**src/rtl/cc_pkg.sv**
```systemverilog
`timescale 1ns/1ps
package cc_pkg;
  typedef enum logic [1:0] {
    MODE_NORMAL = 2'b00,
    MODE_RSYNC  = 2'b01,
    MODE_COMPL  = 2'b10,
    MODE_RSVD   = 2'b11
  } mode_e;

  typedef enum logic [1:0] {
    ACT_KEEP = 2'b00,
    ACT_CLR  = 2'b01,
    ACT_SET  = 2'b10,
    ACT_TGL  = 2'b11
  } act_e;

  localparam logic [1:0] A_GR   = 2'd0;
  localparam logic [1:0] A_OC   = 2'd1;
  localparam logic [1:0] A_CTRL = 2'd2;
  localparam logic [1:0] A_FLAG = 2'd3;
endpackage

```
**src/rtl/cc_counter.sv**
```systemverilog
`timescale 1ns/1ps
module cc_counter #(
  parameter int W = 16
) (
  input  logic         clk,
  input  logic         rst_n,
  input  logic         run,
  output logic [W-1:0] cnt
);
  always_ff @(posedge clk or negedge rst_n) begin
    if (!rst_n)   cnt <= '0;
    else if (run) cnt <= cnt + W'(1);
  end

  p_step_r1: assert property (@(posedge clk) disable iff (!rst_n)
    run |=> cnt == $past(cnt) + W'(1));
  p_hold_r1: assert property (@(posedge clk) disable iff (!rst_n)
    !run |=> $stable(cnt));
endmodule

```
**src/rtl/cc_capture_reg.sv**
```systemverilog
`timescale 1ns/1ps
module cc_capture_reg #(
  parameter int W = 16
) (
  input  logic         clk,
  input  logic         rst_n,
  input  logic         cap_in,
  input  logic [W-1:0] cnt,
  input  logic         wr_gr,
  input  logic [W-1:0] wdata,
  input  logic         clr_flag,
  output logic [W-1:0] gr,
  output logic         flag
);
  localparam int SYNC_N = 3;
  logic [SYNC_N-1:0] sync_q;
  logic              cap_edge;

  always_ff @(posedge clk or negedge rst_n) begin
    if (!rst_n) sync_q <= '0;
    else        sync_q <= {sync_q[SYNC_N-2:0], cap_in};
  end

  assign cap_edge = sync_q[SYNC_N-2] & ~sync_q[SYNC_N-1];

  // capture has priority over the bus write
  always_ff @(posedge clk or negedge rst_n) begin
    if (!rst_n)        gr <= '0;
    else if (cap_edge) gr <= cnt;
    else if (wr_gr)    gr <= wdata;
  end

  always_ff @(posedge clk or negedge rst_n) begin
    if (!rst_n)        flag <= 1'b0;
    else if (cap_edge) flag <= 1'b1;
    else if (clr_flag) flag <= 1'b0;
  end

  p_cap_load_r2: assert property (@(posedge clk) disable iff (!rst_n)
    cap_edge |=> gr == $past(cnt));
  p_wr_load_r4: assert property (@(posedge clk) disable iff (!rst_n)
    (wr_gr && !cap_edge) |=> gr == $past(wdata));
  p_flag_set_r3: assert property (@(posedge clk) disable iff (!rst_n)
    cap_edge |=> flag);
endmodule

```
**src/rtl/cc_pin_ctrl.sv**
```systemverilog
`timescale 1ns/1ps
module cc_pin_ctrl
  import cc_pkg::*;
(
  input  logic       clk,
  input  logic       rst_n,
  input  logic       oc_wr,
  input  logic [2:0] oc_wdata,
  input  logic       match,
  output logic       init_q,
  output act_e       act_q,
  output logic       pin
);
  logic pin_nxt;

  always_comb begin
    unique case (act_q)
      ACT_CLR: pin_nxt = 1'b0;
      ACT_SET: pin_nxt = 1'b1;
      ACT_TGL: pin_nxt = ~pin;
      default: pin_nxt = pin;
    endcase
  end

  always_ff @(posedge clk or negedge rst_n) begin
    if (!rst_n) begin
      init_q <= 1'b0;
      act_q  <= ACT_KEEP;
    end else if (oc_wr) begin
      init_q <= oc_wdata[0];
      act_q  <= act_e'(oc_wdata[2:1]);
    end
  end

  // register write wins over a coincident match
  always_ff @(posedge clk or negedge rst_n) begin
    if (!rst_n)     pin <= 1'b0;
    else if (oc_wr) pin <= oc_wdata[0];
    else if (match) pin <= pin_nxt;
  end

  p_oc_wins_r6: assert property (@(posedge clk) disable iff (!rst_n)
    oc_wr |=> pin == $past(oc_wdata[0]));
  p_keep_r5: assert property (@(posedge clk) disable iff (!rst_n)
    (!oc_wr && match && act_q == ACT_KEEP) |=> $stable(pin));
  p_idle_r5: assert property (@(posedge clk) disable iff (!rst_n)
    (!oc_wr && !match) |=> $stable(pin));
endmodule

```
**src/rtl/cc_mode_guard.sv**
```systemverilog
`timescale 1ns/1ps
module cc_mode_guard
  import cc_pkg::*;
(
  input  logic       clk,
  input  logic       rst_n,
  input  logic       ctrl_wr,
  input  logic [2:0] wdata,
  output logic       run,
  output mode_e      mode
);
  mode_e req;
  logic  legal;

  assign req   = mode_e'(wdata[2:1]);
  assign legal = !run && (req != MODE_RSVD) &&
                 (req == MODE_NORMAL || mode == MODE_NORMAL || req == mode);

  always_ff @(posedge clk or negedge rst_n) begin
    if (!rst_n) begin
      run  <= 1'b0;
      mode <= MODE_NORMAL;
    end else if (ctrl_wr) begin
      run <= wdata[0];
      if (legal) mode <= req;
    end
  end

  p_frozen_r8: assert property (@(posedge clk) disable iff (!rst_n)
    run |=> $stable(mode));
  p_no_swap_a_r9: assert property (@(posedge clk) disable iff (!rst_n)
    (mode == MODE_RSYNC) |=> mode != MODE_COMPL);
  p_no_swap_b_r9: assert property (@(posedge clk) disable iff (!rst_n)
    (mode == MODE_COMPL) |=> mode != MODE_RSYNC);
  p_no_rsvd_r9: assert property (@(posedge clk) disable iff (!rst_n)
    mode != MODE_RSVD);
endmodule

```
**src/rtl/capcmp_channel.sv**
```systemverilog
`timescale 1ns/1ps
module capcmp_channel
  import cc_pkg::*;
#(
  parameter int CNT_W = 16
) (
  input  logic             clk,
  input  logic             rst_n,
  input  logic             cap_in,
  input  logic             bus_t1,
  input  logic [1:0]       bus_addr,
  input  logic [CNT_W-1:0] bus_wdata,
  input  logic [1:0]       rd_addr,
  output logic [CNT_W-1:0] rd_data,
  output logic [CNT_W-1:0] cnt_o,
  output logic             cap_flag,
  output logic             cmp_pin
);
  localparam int PAD_OC   = CNT_W - 3;
  localparam int PAD_FLAG = CNT_W - 1;

  logic             t2_q;
  logic [1:0]       addr_q;
  logic             wr_gr, wr_oc, wr_ctrl, clr_flag;
  logic [CNT_W-1:0] cnt, gr;
  logic             run, match, init_q;
  act_e             act_q;
  mode_e            mode;

  always_ff @(posedge clk or negedge rst_n) begin
    if (!rst_n) begin
      t2_q   <= 1'b0;
      addr_q <= '0;
    end else begin
      t2_q   <= bus_t1;
      addr_q <= bus_addr;
    end
  end

  assign wr_gr    = t2_q && addr_q == A_GR;
  assign wr_oc    = t2_q && addr_q == A_OC;
  assign wr_ctrl  = t2_q && addr_q == A_CTRL;
  assign clr_flag = t2_q && addr_q == A_FLAG && bus_wdata[0];
  assign match    = run && (cnt == gr);

  cc_counter #(.W(CNT_W)) u_cnt (
    .clk(clk), .rst_n(rst_n), .run(run), .cnt(cnt)
  );

  cc_capture_reg #(.W(CNT_W)) u_cap (
    .clk(clk), .rst_n(rst_n), .cap_in(cap_in), .cnt(cnt),
    .wr_gr(wr_gr), .wdata(bus_wdata), .clr_flag(clr_flag),
    .gr(gr), .flag(cap_flag)
  );

  cc_pin_ctrl u_pin (
    .clk(clk), .rst_n(rst_n), .oc_wr(wr_oc), .oc_wdata(bus_wdata[2:0]),
    .match(match), .init_q(init_q), .act_q(act_q), .pin(cmp_pin)
  );

  cc_mode_guard u_mode (
    .clk(clk), .rst_n(rst_n), .ctrl_wr(wr_ctrl), .wdata(bus_wdata[2:0]),
    .run(run), .mode(mode)
  );

  always_comb begin
    unique case (rd_addr)
      A_GR:    rd_data = gr;
      A_OC:    rd_data = {{PAD_OC{1'b0}}, act_q, init_q};
      A_CTRL:  rd_data = {{PAD_OC{1'b0}}, mode, run};
      default: rd_data = {{PAD_FLAG{1'b0}}, cap_flag};
    endcase
  end

  assign cnt_o = cnt;

  p_t2_only_r4: assert property (@(posedge clk) disable iff (!rst_n)
    !t2_q |=> $stable(gr) || $past(cnt) == gr);
endmodule

```
**config.mk**
```make
export PLATFORM = sky130hd
export DESIGN_NAME = capcmp_channel
export DESIGN_NICKNAME = d
export VERILOG_FILES = /design/src/rtl/cc_pkg.sv /design/src/rtl/cc_counter.sv /design/src/rtl/cc_capture_reg.sv /design/src/rtl/cc_pin_ctrl.sv /design/src/rtl/cc_mode_guard.sv /design/src/rtl/capcmp_channel.sv
export SDC_FILE = /design/constraint.sdc
export NUM_CORES = 1
export LEC_CHECK = 0
export CAP_MARGIN = 40
export CORE_ASPECT_RATIO = 0.9
export CORE_MARGIN = 3
export CORE_UTILIZATION = 50
export CTS_BUF_LIST = sky130_fd_sc_hd__clkbuf_4 sky130_fd_sc_hd__clkbuf_8
export DETAILED_ROUTE_END_ITERATION = 6
export MAX_ROUTING_LAYER = met4
export PLACE_DENSITY = 0.81
export SLEW_MARGIN = 0
export SYNTH_ARGS = -nofsm -noshare
export SYNTH_HDL_FRONTEND = slang
export SYNTH_SLANG_ARGS = --single-unit
```
**constraint.sdc**
```tcl
create_clock -name clk -period 3.4 [get_ports clk]
set_clock_uncertainty 0.15 [all_clocks]
set_input_delay 0.51 -clock clk [delete_from_list [all_inputs] [get_ports clk]]
set_output_delay 0.51 -clock clk [all_outputs]
set_load 0.03 [all_outputs]
```
==> flow_summary.yaml, run 1 <==
die:
  rows: 22
  core_mm2: 0.00427
  die_area_mm2: 0.00547
  io_pins: 58
  die_h_um: 70.4
  start_util: 0.541
  die_w_um: 77.6
clocking:
  clkTransAtPathRegs_ns: 0.08
  cts_resized: 0
  clockRootBuffer: "clkbuf_8"
  cts.sinks: 46
  clockBufferDepth: 2
  post_cts_buffers: 0
  h-tree-depth: 2
  ctsHoldBuffers: 1
  cts_tree: "built"
  numCtsBuffers: 5
  clock_latency_ns: 0.30
synth:
  synth_area_leaders: "dfrtp_1 (50%), mux2i_1 (7.8%), xor2_1 (6.8%)"
  synth_top_area_frac: 0.499
  synth_flop_cell: "dfrtp_1"
  synth_edf_count: 0
  yosysTopAreaCell: "dfrtp_1"
  yosys_warnings: 0
  synth-seq-area-share: 0.499
  synthCells: 219
  ys_types: 34
  synth-async-reset-ratio: 1.00
  avgSynthCellArea_um2: 10.5
  syn-num-nets: 244
  netlist_area_mm2: 0.00231
  ys_ff_latch: 46
power_and_ir_drop:
  p_clk_frac: 0.213
  p_sw_frac: 0.357
  leakagePower_uw: 0.00128
  power.share.combinational: 0.314
  power_density_mw_per_mm2: 542
  seqPwrFrac: 0.473
  ir_worst_vdd_mv: 0.511
  power.switching_uw: 588
  intPower_uw: 1060
layout:
  area_growth_syn_to_layout_pct: 31.9
  fin_nets: 302
  postLayoutCoreUtil: 0.713
  drive_gt1_frac: 0.0935
  diodes: 0
  mostFrequentLayoutCells: "clkdlybuf4s50_1 (56), dfrtp_1 (46), nand2_1 (27)"
  layout_commonest_cell: "clkdlybuf4s50_1"
place:
  portBuffers: 57
  hpwl_mm: 3.69
  gp_congestion: 0.757
critical_path:
  worst-path-max-fanout: 5
  path_buf_inv: 2
  startpoint_type: "input port"
  crit_required_ns: 2.74
  path_cells: "clkdlybuf4s50_1 > mux4_2 > clkdlybuf4s50_1"
  path_delay_family: "buffers and inverters"
  end_kind: "output port"
  crit_path_max_incr_delay_ns: 0.60
  path_class: "in2out"
  cpMostUsedCell: "clkdlybuf4s50_1"
  cp.arrival_ns: 2.23
  slowest_stage: "clkdlybuf4s50_1"
sta:
  slew_viol_final: 0
  setup_violations: 0
  hold_viol: 0
  max_freq_ghz: 0.346
  fin_crit_ns: 2.89
  slew_headroom: 0.599
  min_period_over_period: 0.851
  rsz0062_at_grt: "false"
  fin_setup_tns_ns: 0
  tightest_slew_ns: 0.599
global_route:
  antenna_found_initial: 0
  grt_pass1_wl_mm: 8.71
  grt_pass1_vias: 1761
  grt_max_degree: 31
  grt-ovfl-total: 0
  grt.total_usage: 0.209
status:
  status: "finished clean"
route:
  routedWlPerCell_um: 15.0
  vias_per_cell: 5.16
  first_pass_iters: 4
  vias: 1743
  drcViolationCount: 0
  ant_nets: 0
  totalWireLength_mm: 5.07
  drt_iter0_markers: 139
worst_hold_path:
  min_path_type: "reg2reg"
run:
  cap_violations: 0
-- final timing paths --
check / startpoint / endpoint / slack [ns] / cells past startpoint
setup / recovery: rd_addr[0] / rd_data[0] / 0.51 / 3
hold / removal: u_cap.sync_q[0] / u_cap.sync_q[1] / 0.21 / 0
setup reg to reg: u_cnt.cnt[0] / u_cnt.cnt[10] / 1.54 / 5
hold reg to reg: u_cap.sync_q[0] / u_cap.sync_q[1] / 0.21 / 0
max in group asynchronous: rst_n / u_pin.act_q[1] / 2.09 / 3
min in group asynchronous: rst_n / u_cap.sync_q[0] / 0.52 / 2
-- Yosys cell counts (2+ instances only) --
library cell  number
buf_6              2
nor3_1             2
nand3_1            7
xnor2_1           13
nor2_1            14
nand4_1            5
nor2b_1            2
buf_4              2
mux2i_1           18
and2_1            13
buf_2              3
mux2_2             4
nor4_1             2
dfrtp_1           46
clkbuf_1           4
a21oi_1            2
nand2_1           27
o21ai_0           20
xor2_1            18
-- stage by stage --
step | setup WS, ns | area (um2) | hold WS, ns | total power, uW | cells
3_3_place_gp | 0.522 | 2900 | 0.182 | 1280 | 327
2_1_floorplan | 1.45 | 2310 | 0.0644 | 1100 | 219
6_report | 0.507 | 3040 | 0.211 | 1650 | 338
5_1_grt | 0.445 | 3040 | 0.221 | 1740 | 338
3_5_place_dp | 0.507 | 2940 | 0.195 | 1310 | 329
4_1_cts | 0.502 | 3040 | 0.214 | 1660 | 338
-- registers in the layout (all words and copies together), names as in the netlist --
name and flops:
u_cap.gr 16, u_cnt.cnt 16, u_cap.sync_q 3, addr_q 2
u_mode.mode 2, u_pin.act_q 2, t2_q 1, u_cap.flag 1
u_mode.run 1, u_pin.init_q 1, u_pin.pin 1
-- final cells by class --
type	count	area, um2
multi-input cells	161	1090
inverters	1	3.75
repair buffers	62	626
fillers	336	1220
clock inverters	1	5.00
well taps	60	75.1
clock buffers	7	90.1
flip-flops and latches	46	1150
-- kinds of logic (layout without fill, tap and decap cells) --
group | after synthesis | in the layout | synth area share
compound gates | 24 | 24 | 0.0548
xor+xnor | 31 | 31 | 0.118
fa+ha+maj | 1 | 1 | 0.00542
buf+inv | 12 | 71 | 0.0309
flops | 46 | 46 | 0.499
mux | 23 | 23 | 0.107
simple gates | 82 | 82 | 0.185
-- power by group through the flow --
stage / sequential [uW] / clock (uW) / combinational, uW
floorplan: 812 / 0 / 284
global placement: 785 / 0 / 500
detailed placement: 787 / 0 / 519
CTS: 778 / 355 / 524
global route: 801 / 380 / 563
finish: 781 / 351 / 517
-- routing by layer --
layer,wire [um],vias to the layer above,global-route usage
met5,0,-,-
met4,84,0,0.0771
met3,227,7,0.0335
met2,2290,40,0.314
met1,2480,836,0.285
li1,-,860,-
-- worst reg2reg max path: stages (launching register included) --
cell and delay (ns):
dfrtp_1 0.50, ha_1 0.25, nand3_1 0.12, nor3_1 0.42, nand4_1 0.17, xnor2_1 0.15
Power figures use the tool's default switching activity.
==> run 2: changes to the inputs <==
--- a/config.mk
+++ b/config.mk
@@ -5,6 +5,7 @@
 export SDC_FILE = /design/constraint.sdc
 export NUM_CORES = 1
 export LEC_CHECK = 0
+export ABC_AREA = 1
 export CAP_MARGIN = 40
 export CORE_ASPECT_RATIO = 0.9
 export CORE_MARGIN = 3
@@ -12,8 +13,9 @@
 export CTS_BUF_LIST = sky130_fd_sc_hd__clkbuf_4 sky130_fd_sc_hd__clkbuf_8
 export DETAILED_ROUTE_END_ITERATION = 6
 export MAX_ROUTING_LAYER = met4
-export PLACE_DENSITY = 0.81
+export PLACE_DENSITY = 0.78
 export SLEW_MARGIN = 0
 export SYNTH_ARGS = -nofsm -noshare
 export SYNTH_HDL_FRONTEND = slang
+export SYNTH_HIERARCHICAL = 1
 export SYNTH_SLANG_ARGS = --single-unit
==> flow_summary.yaml, run 2 <==
clocking:
  cts_resized: 0
  clockBufferDepth: 2
  clock_latency_ns: 0.30
  post_cts_buffers: 0
  clockRootBuffer: "clkbuf_8"
  cts_tree: "built"
  ctsHoldBuffers: 0
  numCtsBuffers: 5
  cts.sinks: 46
  h-tree-depth: 2
  clkTransAtPathRegs_ns: 0.09
power_and_ir_drop:
  ir_worst_vdd_mv: 0.263
  p_sw_frac: 0.373
  leakagePower_uw: 0.00174
  power.switching_uw: 665
  power_density_mw_per_mm2: 512
  seqPwrFrac: 0.441
  power.share.combinational: 0.323
  p_clk_frac: 0.236
  power_uw: 1780
  intPower_uw: 1120
synth:
  synth_top_family_by_area: "simple AND/OR/NAND/NOR gates"
  yosysTopAreaCell: "dfrtp_1"
  synth_top_area_frac: 0.413
  ys_top_cells_by_count: "nand2_1 (141), inv_1 (64), nand3_1 (54)"
  synth_mux_area_frac: 0
  netlist_area_mm2: 0.00278
  synth.most_common_cell: "nand2_1"
  ys_ff_latch: 46
  ys_types: 24
  syn-num-nets: 423
  synth_edf_count: 0
  yosys_warnings: 6
  yosys.area_share.simple: 0.380
  synth-seq-area-share: 0.413
  synth-compound-area-share: 0.0184
  synth_flop_cell: "dfrtp_1"
  synth_area_leaders: "dfrtp_1 (41%), nand2_1 (19%), nand3_1 (9.7%)"
  synth_adder_area_share: 0.00449
  synthCells: 398
  synth_xor_area_frac: 0.0503
  synth-async-reset-ratio: 1.00
  avgSynthCellArea_um2: 6.99
critical_path:
  crit_required_ns: 2.74
  startpoint_type: "input port"
  rr_worst_depth: 9
  worst-path-max-fanout: 15
  path_class: "in2out"
  cp.arrival_ns: 2.27
  end_kind: "output port"
layout:
  fin_nets: 478
  area_growth_syn_to_layout_pct: 24.9
  layout_commonest_cell: "nand2_1"
  drive_gt1_frac: 0.0551
  mostFrequentLayoutCells: "nand2_1 (141), inv_1 (64), clkdlybuf4s50_1 (56)"
  largestRegisters: "u_cap/gr x16, u_cnt/cnt x16, u_cap/sync_q x3"
  design_area_mm2: 0.00348
  diodes: 0
sta:
  slew_viol_final: 0
  fin_setup_tns_ns: 0
  rsz0062_at_grt: "false"
  min_period_over_period: 0.862
  fin_crit_ns: 2.93
  holdWs_ns: 0.0521
  slew_headroom: 0.480
  setup_violations: 0
  max_freq_ghz: 0.341
  hold_viol: 0
  tightest_slew_ns: 0.781
route:
  routedWlPerCell_um: 13.1
  totalWireLength_mm: 6.84
  first_pass_iters: 4
  vias: 2621
  drcViolationCount: 0
  drt_iter0_markers: 170
  ant_nets: 0
  vias_per_cell: 5.03
place:
  hpwl_mm: 4.96
  gp_congestion: 0.856
  portBuffers: 57
  placedInstanceArea_mm2: 0.00336
die:
  die_h_um: 76.8
  die_w_um: 84.7
  start_util: 0.524
  core_mm2: 0.00532
  io_pins: 58
  die_area_mm2: 0.00650
  rows: 25
global_route:
  grt.total_usage: 0.228
  antenna_found_initial: 0
  grt_pass1_wl_mm: 11.7
  grt_max_degree: 34
  grt-ovfl-total: 0
  grt_pass1_vias: 2590
status:
  status: "finished clean"
run:
  cap_violations: 0
worst_hold_path:
  min_path_type: "in2async"
run 2: cell types whose count changed in the layout (fill, tap and decap cells not counted), moves of 4 or more:
cell / previous run / this run
mux2i_1: 18 / 0
xnor2_1: 13 / 8
and2_1: 13 / 0
inv_2: 0 / 4
xor2_1: 18 / 8
mux2_2: 4 / 0
inv_1: 1 / 64
nor2_1: 14 / 35
nand3_1: 7 / 54
o21ai_0: 20 / 3
nand2_1: 27 / 141
run 2: final cells by class:
type                            count  area (um2)
Inverter                           69         262
Tap cell                           67        83.8
Multi-Input combinational cell    272        1270
Clock buffer                        7        83.8
Fill cell                         473        1840
Clock inverter                      1        30.0
Sequential cell                    46        1150
Timing Repair Buffer               59         601
run 2: power groups by stage:
stage                     logic [uW]  clock network (uW)  registers (uW)
after floorplan                  312                   0             826
after global placement           556                   0             792
after detailed placement         572                   0             795
after CTS                        577                 425             785
after global routing             641                 444             803
final                            575                 420             786
run 2: cell families after synthesis:
family,Yosys count
XOR/XNOR,16
adder cells (fa/ha/maj),1
AO/OA/AOI/OAI,8
buffers and inverters,80
flip-flops,46
AND/OR/NAND/NOR,247
run 2: path summary, 6_finish.rpt:
check	start	slack [ns]	to
setup / recovery	rd_addr[0]	0.47	rd_data[0]
hold / removal	rst_n	0.05	u_cap/gr[8]
setup reg to reg	u_mode/run	1.73	u_pin/pin
hold reg to reg	u_cap/sync_q[0]	0.20	u_cap/sync_q[1]
max in group asynchronous	rst_n	2.53	addr_q[0]
min in group clk	u_cap/sync_q[0]	0.20	u_cap/sync_q[1]
run 2: metal layers:
metal  track usage  vias to the layer above  wire (um)
met5             -                        -          0
met4        0.0554                        0        102
met3        0.0440                        9        451
met2         0.377                       88       3180
met1         0.288                     1204       3110
li1              -                     1320          -
run 2: worst max-delay path: stages:
cell             delay (ns)
clkdlybuf4s50_1        0.50
nor2_2                 0.18
inv_2                  0.16
o2111ai_1              0.22
clkdlybuf4s50_1        0.70
run 2: metrics by stage:
stage,util,instances,setup WS [ns]
2_1_floorplan,-,398,1.50
3_3_place_gp,0.628,512,0.497
3_5_place_dp,0.633,513,0.457
4_1_cts,0.654,521,0.466
5_1_grt,0.654,521,0.283
6_report,0.654,521,0.468
